## config.mk

```make
export PLATFORM = sky130hd
export DESIGN_NAME = vec_intc
export DESIGN_NICKNAME = d
export VERILOG_FILES = /design/src/rtl/vec_intc_pkg.sv /design/src/rtl/vec_intc_arb.sv /design/src/rtl/vec_intc_regs.sv /design/src/rtl/vec_intc.sv
export SDC_FILE = /design/constraint.sdc
export NUM_CORES = 2
export LEC_CHECK = 0
export ABC_AREA = 1
export ABC_CLOCK_PERIOD_IN_PS = 20500
export BUFFER_PORTS_ARGS = -buffer_cell sky130_fd_sc_hd__buf_2
export CORE_UTILIZATION = 28
export CTS_BUF_LIST = sky130_fd_sc_hd__clkbuf_8
export CTS_CLUSTER_DIAMETER = 150
export DETAILED_ROUTE_END_ITERATION = 8
export GPL_ROUTABILITY_DRIVEN = 0
export HOLD_SLACK_MARGIN = 0.1
export PLACE_DENSITY = 0.47
export SLEW_MARGIN = 10
export SYNTH_ARGS = -nofsm -noshare
export SYNTH_HDL_FRONTEND = slang
export SYNTH_SLANG_ARGS = --single-unit
```

## constraint.sdc

```tcl
create_clock -name clk -period 20.5 [get_ports clk]
set_clock_uncertainty 0.15 [all_clocks]
set_input_delay 5.125 -clock clk [delete_from_list [all_inputs] [get_ports clk]]
set_output_delay 5.125 -clock clk [all_outputs]
set_load 0.05 [all_outputs]
```

## src/rtl/vec_intc_pkg.sv

```systemverilog
`timescale 1ns/1ps
package vec_intc_pkg;
    // Byte address width of the register bus.
    localparam int ADDR_W = 9;

    // Register offsets.
    localparam logic [ADDR_W-1:0] A_CTRL      = 9'h000;
    localparam logic [ADDR_W-1:0] A_MASK      = 9'h004;
    localparam logic [ADDR_W-1:0] A_ENA_NUM   = 9'h008;
    localparam logic [ADDR_W-1:0] A_DIS_NUM   = 9'h00C;
    localparam logic [ADDR_W-1:0] A_TYPE_BASE = 9'h010;
    localparam logic [ADDR_W-1:0] A_PRIO_BASE = 9'h020;
    localparam logic [ADDR_W-1:0] A_NSTAT     = 9'h040;
    localparam logic [ADDR_W-1:0] A_FSTAT     = 9'h044;
    localparam logic [ADDR_W-1:0] A_ENRD_BASE = 9'h048;
    localparam logic [ADDR_W-1:0] A_VEC_BASE  = 9'h100;

    // Control word: vectored normal reporting enable.
    localparam int CTRL_NEN_BIT = 0;
endpackage

```

## src/rtl/vec_intc_arb.sv

```systemverilog
`timescale 1ns/1ps
// Binary tournament tree: highest priority wins, ties go to the higher index.
module vec_intc_arb
    import vec_intc_pkg::*;
#(
    parameter int NUM_SRC = 64,
    parameter int PRIO_W  = 4
) (
    input  logic [NUM_SRC-1:0]             req_i,
    input  logic [NUM_SRC-1:0][PRIO_W-1:0] prio_i,
    output logic                           valid_o,
    output logic [$clog2(NUM_SRC)-1:0]     idx_o
);
    localparam int SRC_W = $clog2(NUM_SRC);
    localparam int NODES = 2 * NUM_SRC - 1;

    // Heap-ordered nodes: node k has children 2k+1 (lower indices) and 2k+2.
    logic              nv [NODES];
    logic [SRC_W-1:0]  ni [NODES];
    logic [PRIO_W-1:0] np [NODES];

    genvar g;
    generate
        for (g = 0; g < NUM_SRC; g++) begin : g_leaf
            assign nv[NUM_SRC-1+g] = req_i[g];
            assign ni[NUM_SRC-1+g] = SRC_W'(g);
            assign np[NUM_SRC-1+g] = prio_i[g];
        end
        for (g = 0; g < NUM_SRC - 1; g++) begin : g_node
            logic take_hi;
            assign take_hi = nv[2*g+2] && (!nv[2*g+1] || (np[2*g+2] >= np[2*g+1]));
            assign nv[g]   = nv[2*g+1] | nv[2*g+2];
            assign ni[g]   = take_hi ? ni[2*g+2] : ni[2*g+1];
            assign np[g]   = take_hi ? np[2*g+2] : np[2*g+1];
        end
    endgenerate

    assign valid_o = nv[0];
    assign idx_o   = ni[0];
endmodule

```

## src/rtl/vec_intc_regs.sv

```systemverilog
`timescale 1ns/1ps
// Configuration state and handler table, with the configuration read path.
module vec_intc_regs
    import vec_intc_pkg::*;
#(
    parameter int NUM_SRC = 64,
    parameter int PRIO_W  = 4,
    parameter int MASK_W  = 5,
    parameter int DATA_W  = 32
) (
    input  logic                           clk,
    input  logic                           rst_n,
    input  logic                           wr_en_i,
    input  logic [ADDR_W-1:0]              addr_i,
    input  logic [DATA_W-1:0]              wr_data_i,
    output logic [DATA_W-1:0]              rd_data_o,
    output logic                           nen_o,
    output logic [MASK_W-1:0]              mask_o,
    output logic [NUM_SRC-1:0]             en_o,
    output logic [NUM_SRC-1:0]             ftype_o,
    output logic [NUM_SRC-1:0][PRIO_W-1:0] prio_o
);
    localparam int SRC_W     = $clog2(NUM_SRC);
    localparam int PER_PRIO  = DATA_W / PRIO_W;
    localparam int PRIO_REGS = NUM_SRC / PER_PRIO;
    localparam int WORD_REGS = NUM_SRC / DATA_W;
    localparam int VEC_LSB   = SRC_W + 2;

    typedef struct packed {
        logic                           nen;
        logic [MASK_W-1:0]              mask;
        logic [NUM_SRC-1:0]             en;
        logic [NUM_SRC-1:0]             ftype;
        logic [NUM_SRC-1:0][PRIO_W-1:0] prio;
    } cfg_t;

    cfg_t cfg_d, cfg_q;
    logic [NUM_SRC-1:0][DATA_W-1:0] vec_d, vec_q;
    logic in_vec;

    assign in_vec = (addr_i[ADDR_W-1:VEC_LSB] == A_VEC_BASE[ADDR_W-1:VEC_LSB]);

    // Next-state computation.
    always_comb begin
        cfg_d = cfg_q;
        vec_d = vec_q;
        if (wr_en_i) begin
            if (addr_i == A_CTRL)    cfg_d.nen  = wr_data_i[CTRL_NEN_BIT];
            if (addr_i == A_MASK)    cfg_d.mask = wr_data_i[MASK_W-1:0];
            if (addr_i == A_ENA_NUM) cfg_d.en[wr_data_i[SRC_W-1:0]] = 1'b1;
            if (addr_i == A_DIS_NUM) cfg_d.en[wr_data_i[SRC_W-1:0]] = 1'b0;
            for (int t = 0; t < WORD_REGS; t++) begin
                if (addr_i == A_TYPE_BASE + ADDR_W'(4 * t))
                    cfg_d.ftype[DATA_W*(WORD_REGS-1-t) +: DATA_W] = wr_data_i;
            end
            for (int j = 0; j < PRIO_REGS; j++) begin
                if (addr_i == A_PRIO_BASE + ADDR_W'(4 * j)) begin
                    for (int k = 0; k < PER_PRIO; k++)
                        cfg_d.prio[PER_PRIO*(PRIO_REGS-1-j)+k] = wr_data_i[PRIO_W*k +: PRIO_W];
                end
            end
            if (in_vec) vec_d[addr_i[VEC_LSB-1:2]] = wr_data_i;
        end
    end

    always_ff @(posedge clk or negedge rst_n) begin
        if (!rst_n) cfg_q <= '0;
        else        cfg_q <= cfg_d;
    end

    // Handler table has no reset.
    always_ff @(posedge clk) begin
        vec_q <= vec_d;
    end

    // Configuration read path.
    always_comb begin
        rd_data_o = '0;
        if (addr_i == A_CTRL) rd_data_o[CTRL_NEN_BIT] = cfg_q.nen;
        if (addr_i == A_MASK) rd_data_o[MASK_W-1:0]   = cfg_q.mask;
        for (int t = 0; t < WORD_REGS; t++) begin
            if (addr_i == A_TYPE_BASE + ADDR_W'(4 * t))
                rd_data_o = cfg_q.ftype[DATA_W*(WORD_REGS-1-t) +: DATA_W];
            if (addr_i == A_ENRD_BASE + ADDR_W'(4 * t))
                rd_data_o = cfg_q.en[DATA_W*(WORD_REGS-1-t) +: DATA_W];
        end
        for (int j = 0; j < PRIO_REGS; j++) begin
            if (addr_i == A_PRIO_BASE + ADDR_W'(4 * j)) begin
                for (int k = 0; k < PER_PRIO; k++)
                    rd_data_o[PRIO_W*k +: PRIO_W] = cfg_q.prio[PER_PRIO*(PRIO_REGS-1-j)+k];
            end
        end
        if (in_vec) rd_data_o = vec_q[addr_i[VEC_LSB-1:2]];
    end

    assign nen_o   = cfg_q.nen;
    assign mask_o  = cfg_q.mask;
    assign en_o    = cfg_q.en;
    assign ftype_o = cfg_q.ftype;
    assign prio_o  = cfg_q.prio;
endmodule

```

## src/rtl/vec_intc.sv

```systemverilog
`timescale 1ns/1ps
module vec_intc
    import vec_intc_pkg::*;
#(
    parameter int NUM_SRC = 64,
    parameter int PRIO_W  = 4,
    parameter int MASK_W  = 5,
    parameter int DATA_W  = 32
) (
    input  logic                clk,
    input  logic                rst_n,
    input  logic [NUM_SRC-1:0]  src_i,
    input  logic [ADDR_W-1:0]   bus_addr_i,
    input  logic                bus_we_i,
    input  logic [DATA_W-1:0]   bus_wdata_i,
    output logic [DATA_W-1:0]   bus_rdata_o,
    output logic                irq_o,
    output logic                fiq_o
);
    localparam int SRC_W = $clog2(NUM_SRC);
    localparam int HALF  = DATA_W / 2;

    typedef struct packed {
        logic irq;
        logic fiq;
    } pins_t;

    logic [DATA_W-1:0]              cfg_rdata;
    logic                           nen_w;
    logic [MASK_W-1:0]              mask_w;
    logic [NUM_SRC-1:0]             en_w;
    logic [NUM_SRC-1:0]             ftype_w;
    logic [NUM_SRC-1:0][PRIO_W-1:0] prio_w;
    logic [NUM_SRC-1:0]             nreq, freq;
    logic                           nvalid, fvalid;
    logic [SRC_W-1:0]               nidx, fidx;
    logic [PRIO_W-1:0]              nprio;
    logic [DATA_W-1:0]              nstat, fstat;
    pins_t                          pins_d, pins_q;

    vec_intc_regs #(
        .NUM_SRC (NUM_SRC),
        .PRIO_W  (PRIO_W),
        .MASK_W  (MASK_W),
        .DATA_W  (DATA_W)
    ) u_regs (
        .clk       (clk),
        .rst_n     (rst_n),
        .wr_en_i   (bus_we_i),
        .addr_i    (bus_addr_i),
        .wr_data_i (bus_wdata_i),
        .rd_data_o (cfg_rdata),
        .nen_o     (nen_w),
        .mask_o    (mask_w),
        .en_o      (en_w),
        .ftype_o   (ftype_w),
        .prio_o    (prio_w)
    );

    assign nreq = src_i & en_w & ~ftype_w & {NUM_SRC{nen_w}};
    assign freq = src_i & en_w & ftype_w;

    vec_intc_arb #(
        .NUM_SRC (NUM_SRC),
        .PRIO_W  (PRIO_W)
    ) u_narb (
        .req_i   (nreq),
        .prio_i  (prio_w),
        .valid_o (nvalid),
        .idx_o   (nidx)
    );

    // Fast path: flat priorities, so the highest index wins.
    vec_intc_arb #(
        .NUM_SRC (NUM_SRC),
        .PRIO_W  (PRIO_W)
    ) u_farb (
        .req_i   (freq),
        .prio_i  ('0),
        .valid_o (fvalid),
        .idx_o   (fidx)
    );

    assign nprio = prio_w[nidx];
    assign nstat = nvalid ? {HALF'(nidx), {HALF{1'b0}}} : {{HALF{1'b1}}, {HALF{1'b0}}};
    assign fstat = fvalid ? DATA_W'(fidx) : {DATA_W{1'b1}};

    always_comb begin
        if (bus_addr_i == A_NSTAT)      bus_rdata_o = nstat;
        else if (bus_addr_i == A_FSTAT) bus_rdata_o = fstat;
        else                            bus_rdata_o = cfg_rdata;
    end

    always_comb begin
        pins_d     = pins_q;
        pins_d.irq = nvalid && (MASK_W'(nprio) < mask_w);
        pins_d.fiq = fvalid;
    end

    always_ff @(posedge clk or negedge rst_n) begin
        if (!rst_n) pins_q <= '0;
        else        pins_q <= pins_d;
    end

    assign irq_o = pins_q.irq;
    assign fiq_o = pins_q.fiq;
endmodule

```

==> run_results.csv <==
group,metric,value,unit
min_path,min_delay_path_depth,2,
synthesis,synthTopCellsByArea,"edfxtp_1, dfrtp_1, nand2_1, o21ai_0, o22ai_1",
timing,finalCriticalPeriod,19940,ps
synthesis,yosysSeqAreaShare,67.21,%
clock_tree,clk_pin_slew,50,ps
timing,max_freq,50.16,MHz
timing,whs,335.9,ps
clock_tree,numCtsBuffers,419,
floorplan,dieArea,381400,sq um
clock_tree,cts_tree,"built",
synthesis,synth_top_area_share,57.97,%
floorplan,die_width,617.5,microns
worst_setup_path,cpMaxStageDelayCell,"o21ai_0",
clock_tree,ctsHtreeMaxLevel,5,
power_and_ir_drop,power.leakage,42.39,nW
power_and_ir_drop,power,10.29,mW
worst_setup_path,startpoint_type,"input pin",
timing,min_period_over_period,97.24,%
detailed_routing,drt_iter0_markers,11560,
global_routing,grt_first_pass_wirelength,625.1,mm
outcome,status,"complete, no violations",
clock_tree,cts_setup_buffers,0,
synthesis,syn-num-nets,9262,
min_path,hold_start,"u_regs.prio_o[58]",
worst_setup_path,critical-path-top-delay-family,"compound AO/OA/AOI/OAI gates",
synthesis,ys_async_sr_fraction,16.07,%
worst_setup_path,timing.rr.start,"u_regs.nen_o",
synthesis,synth_top_area_cell,"edfxtp_1",
global_routing,first_global_vias,77310,
floorplan,io_pins,142,
clock_tree,cts_hold_buf,0,
placement,post-dp-hpwl,289.5,mm
synthesis,synthFlopType,"edfxtp_1",
min_path,hold_end,"u_regs.prio_o[58]",
global_routing,grt_remaining_overflow,0,
timing,setup_tns,0,ps
worst_setup_path,worstPathRequired,15230,ps
clock_tree,clk_latency,1100,ps
synthesis,synth_edf_count,2048,
timing,setup-violations-final,0,
timing,finalHoldViolCount,0,
worst_setup_path,end_kind,"output port",
worst_setup_path,path_max_fanout,11,
power_and_ir_drop,vdd_drop_max,0.00005022,V
floorplan,core_area,376400,sq um
cells_and_area,stdcell_count,14640,
cells_and_area,layout_commonest_cell,"edfxtp_1",
cells_and_area,layout-drive-gt1-share,12.37,%
timing,drv_slew,0,
min_path,min_path_type,"flip-flop to flip-flop",
detailed_routing,vias,81550,
worst_setup_path,reg2regPathDepth,69,
power_and_ir_drop,power_per_cell_area,84.49,nW/um^2
clock_tree,clock-root-buffer,"clkbuf_8",
detailed_routing,wl_per_cell,31.13,microns
global_routing,grt_start_max_net_pins,141,
worst_setup_path,path_buf_inv,11,
worst_setup_path,cp_data_arrival_time,14660,ps
detailed_routing,ant_nets,0,
timing,rsz0062_at_grt,"false",
worst_setup_path,critPathKind,"input pin to output port",
placement,place_inst,13860,
synthesis,yosysWarnings,0,
placement,portBuffers,141,
synthesis,ys_ff_latch,2440,
timing,worstMarginPinSlew,1365,ps
worst_setup_path,max_stage_delay,590,ps
synthesis,syn_inst,8922,
synthesis,synth.avg_cell_area,11.89,sq um
detailed_routing,drc,0,
floorplan,rows,225,
cells_and_area,finish.net_count,9623,
clock_tree,cts_resized,0,
clock_tree,cts_buffer_depth,4,
cells_and_area,syn_to_final_growth,14.83,%
detailed_routing,firstDrtPassIters,9,
synthesis,synth_cell_types,66,
detailed_routing,via_per_inst,5.571,
global_routing,track_usage,23.12,%
detailed_routing,drt_wl_total,455.7,mm
worst_setup_path,r2r_setup_slack,5690,ps
clock_tree,cts_sinks,2440,
floorplan,die_h,617.5,microns
synthesis,syn_area,106100,sq um
floorplan,initial_core_util,28.19,%
run,cap_violations,0,
global_routing,antenna_found_initial,67,
worst_setup_path,cp_common_cell,"nand2_1",
timing,slew_headroom,8.069,%
worst_setup_path,rr_endpoint,"irq_o",
cells_and_area,most-common-layout-cells,"edfxtp_1, nand2_1, o21ai_0",
[final cells by class]
type / instances / area [sq um]
antenna: 36 / 90.09
clock buffer: 454 / 6248
clock inverter: 294 / 1296
fill: 37790 / 254600
inverter: 585 / 2243
multi-input combinational: 5405 / 31320
sequential: 2440 / 71310
tap: 4994 / 6248
timing repair buffer: 432 / 3069
[where the power goes]
part | switching, mW | internal [mW] | total (mW)
combinational | 0.576 | 0.169 | 0.745
sequential | 0.0308 | 5.42 | 5.45
clock | 2.05 | 2.05 | 4.10
[flip-flops by register name (all words and copies together), names as in the netlist, named ones only]
name and cells:
fiq_o 1, irq_o 1, u_regs.en_o 63, u_regs.ftype_o 64, u_regs.mask_o 5, u_regs.nen_o 1
u_regs.prio_o 256, u_regs.vec_q 2048
[tightest hold or removal path, cell delays in order (launching register included)]
cell     delay (ps)
dfrtp_1         330
nand2_1          60
o21ai_0          60
[cells in the mapped netlist, drive strengths merged, types with 232 or more instances]
| cell type | number |
|---|---|
| ha | 232 |
| o21ai | 859 |
| a21oi | 325 |
| edfxtp | 2048 |
| nand3 | 484 |
| clkbuf | 363 |
| dfrtp | 392 |
| o22ai | 501 |
| nand2 | 1346 |
| inv | 566 |
| a22oi | 409 |
| nor2 | 338 |
[layer usage]
| layer | wire (microns) | track usage (%) | part of all wire [%] | vias to the layer above |
|---|---|---|---|---|
| met5 | 123 | 0 | 0.027 | - |
| met4 | 27780 | 12.50 | 6.1 | 20 |
| met3 | 43630 | 4.996 | 9.6 | 1016 |
| met2 | 202500 | 35.67 | 44 | 4736 |
| met1 | 181800 | 30.30 | 40 | 41210 |
| li1 | - | - | - | 34570 |
[logic make-up (layout without fill, tap and decap cells)]
group	Yosys count	count (layout)	share of synthesized area, %
AO/OA/AOI/OAI	2716	2716	15.95
adder cells (fa/ha/maj)	232	232	2.736
buffers and inverters	1077	1765	3.999
flip-flops	2440	2440	67.21
other	0	36	0
AND/OR/NAND/NOR	2457	2457	10.10
[per-stage QoR]
step | instance area (sq um) | worst slack (ps) | utilization, %
final | 121800 | 564.8 | 32.37
after global routing | 121800 | 11.51 | 32.35
after CTS | 121700 | 772.8 | 32.34
after detailed placement | 114200 | 850.0 | 30.33
after global placement | 114200 | 883.7 | 30.33
after floorplan | 106100 | 2364 | -
[worst max-delay path by stage]
stage,startpoint,end,cells past startpoint
finish,src_i[13],bus_rdata_o[19],58
global route,src_i[55],bus_rdata_o[19],60
CTS,src_i[53],bus_rdata_o[19],51
detailed placement,src_i[53],bus_rdata_o[19],51
global placement,src_i[53],bus_rdata_o[19],50
floorplan,src_i[62],bus_rdata_o[19],55
No activity file was read; power rests on OpenSTA's default activity.
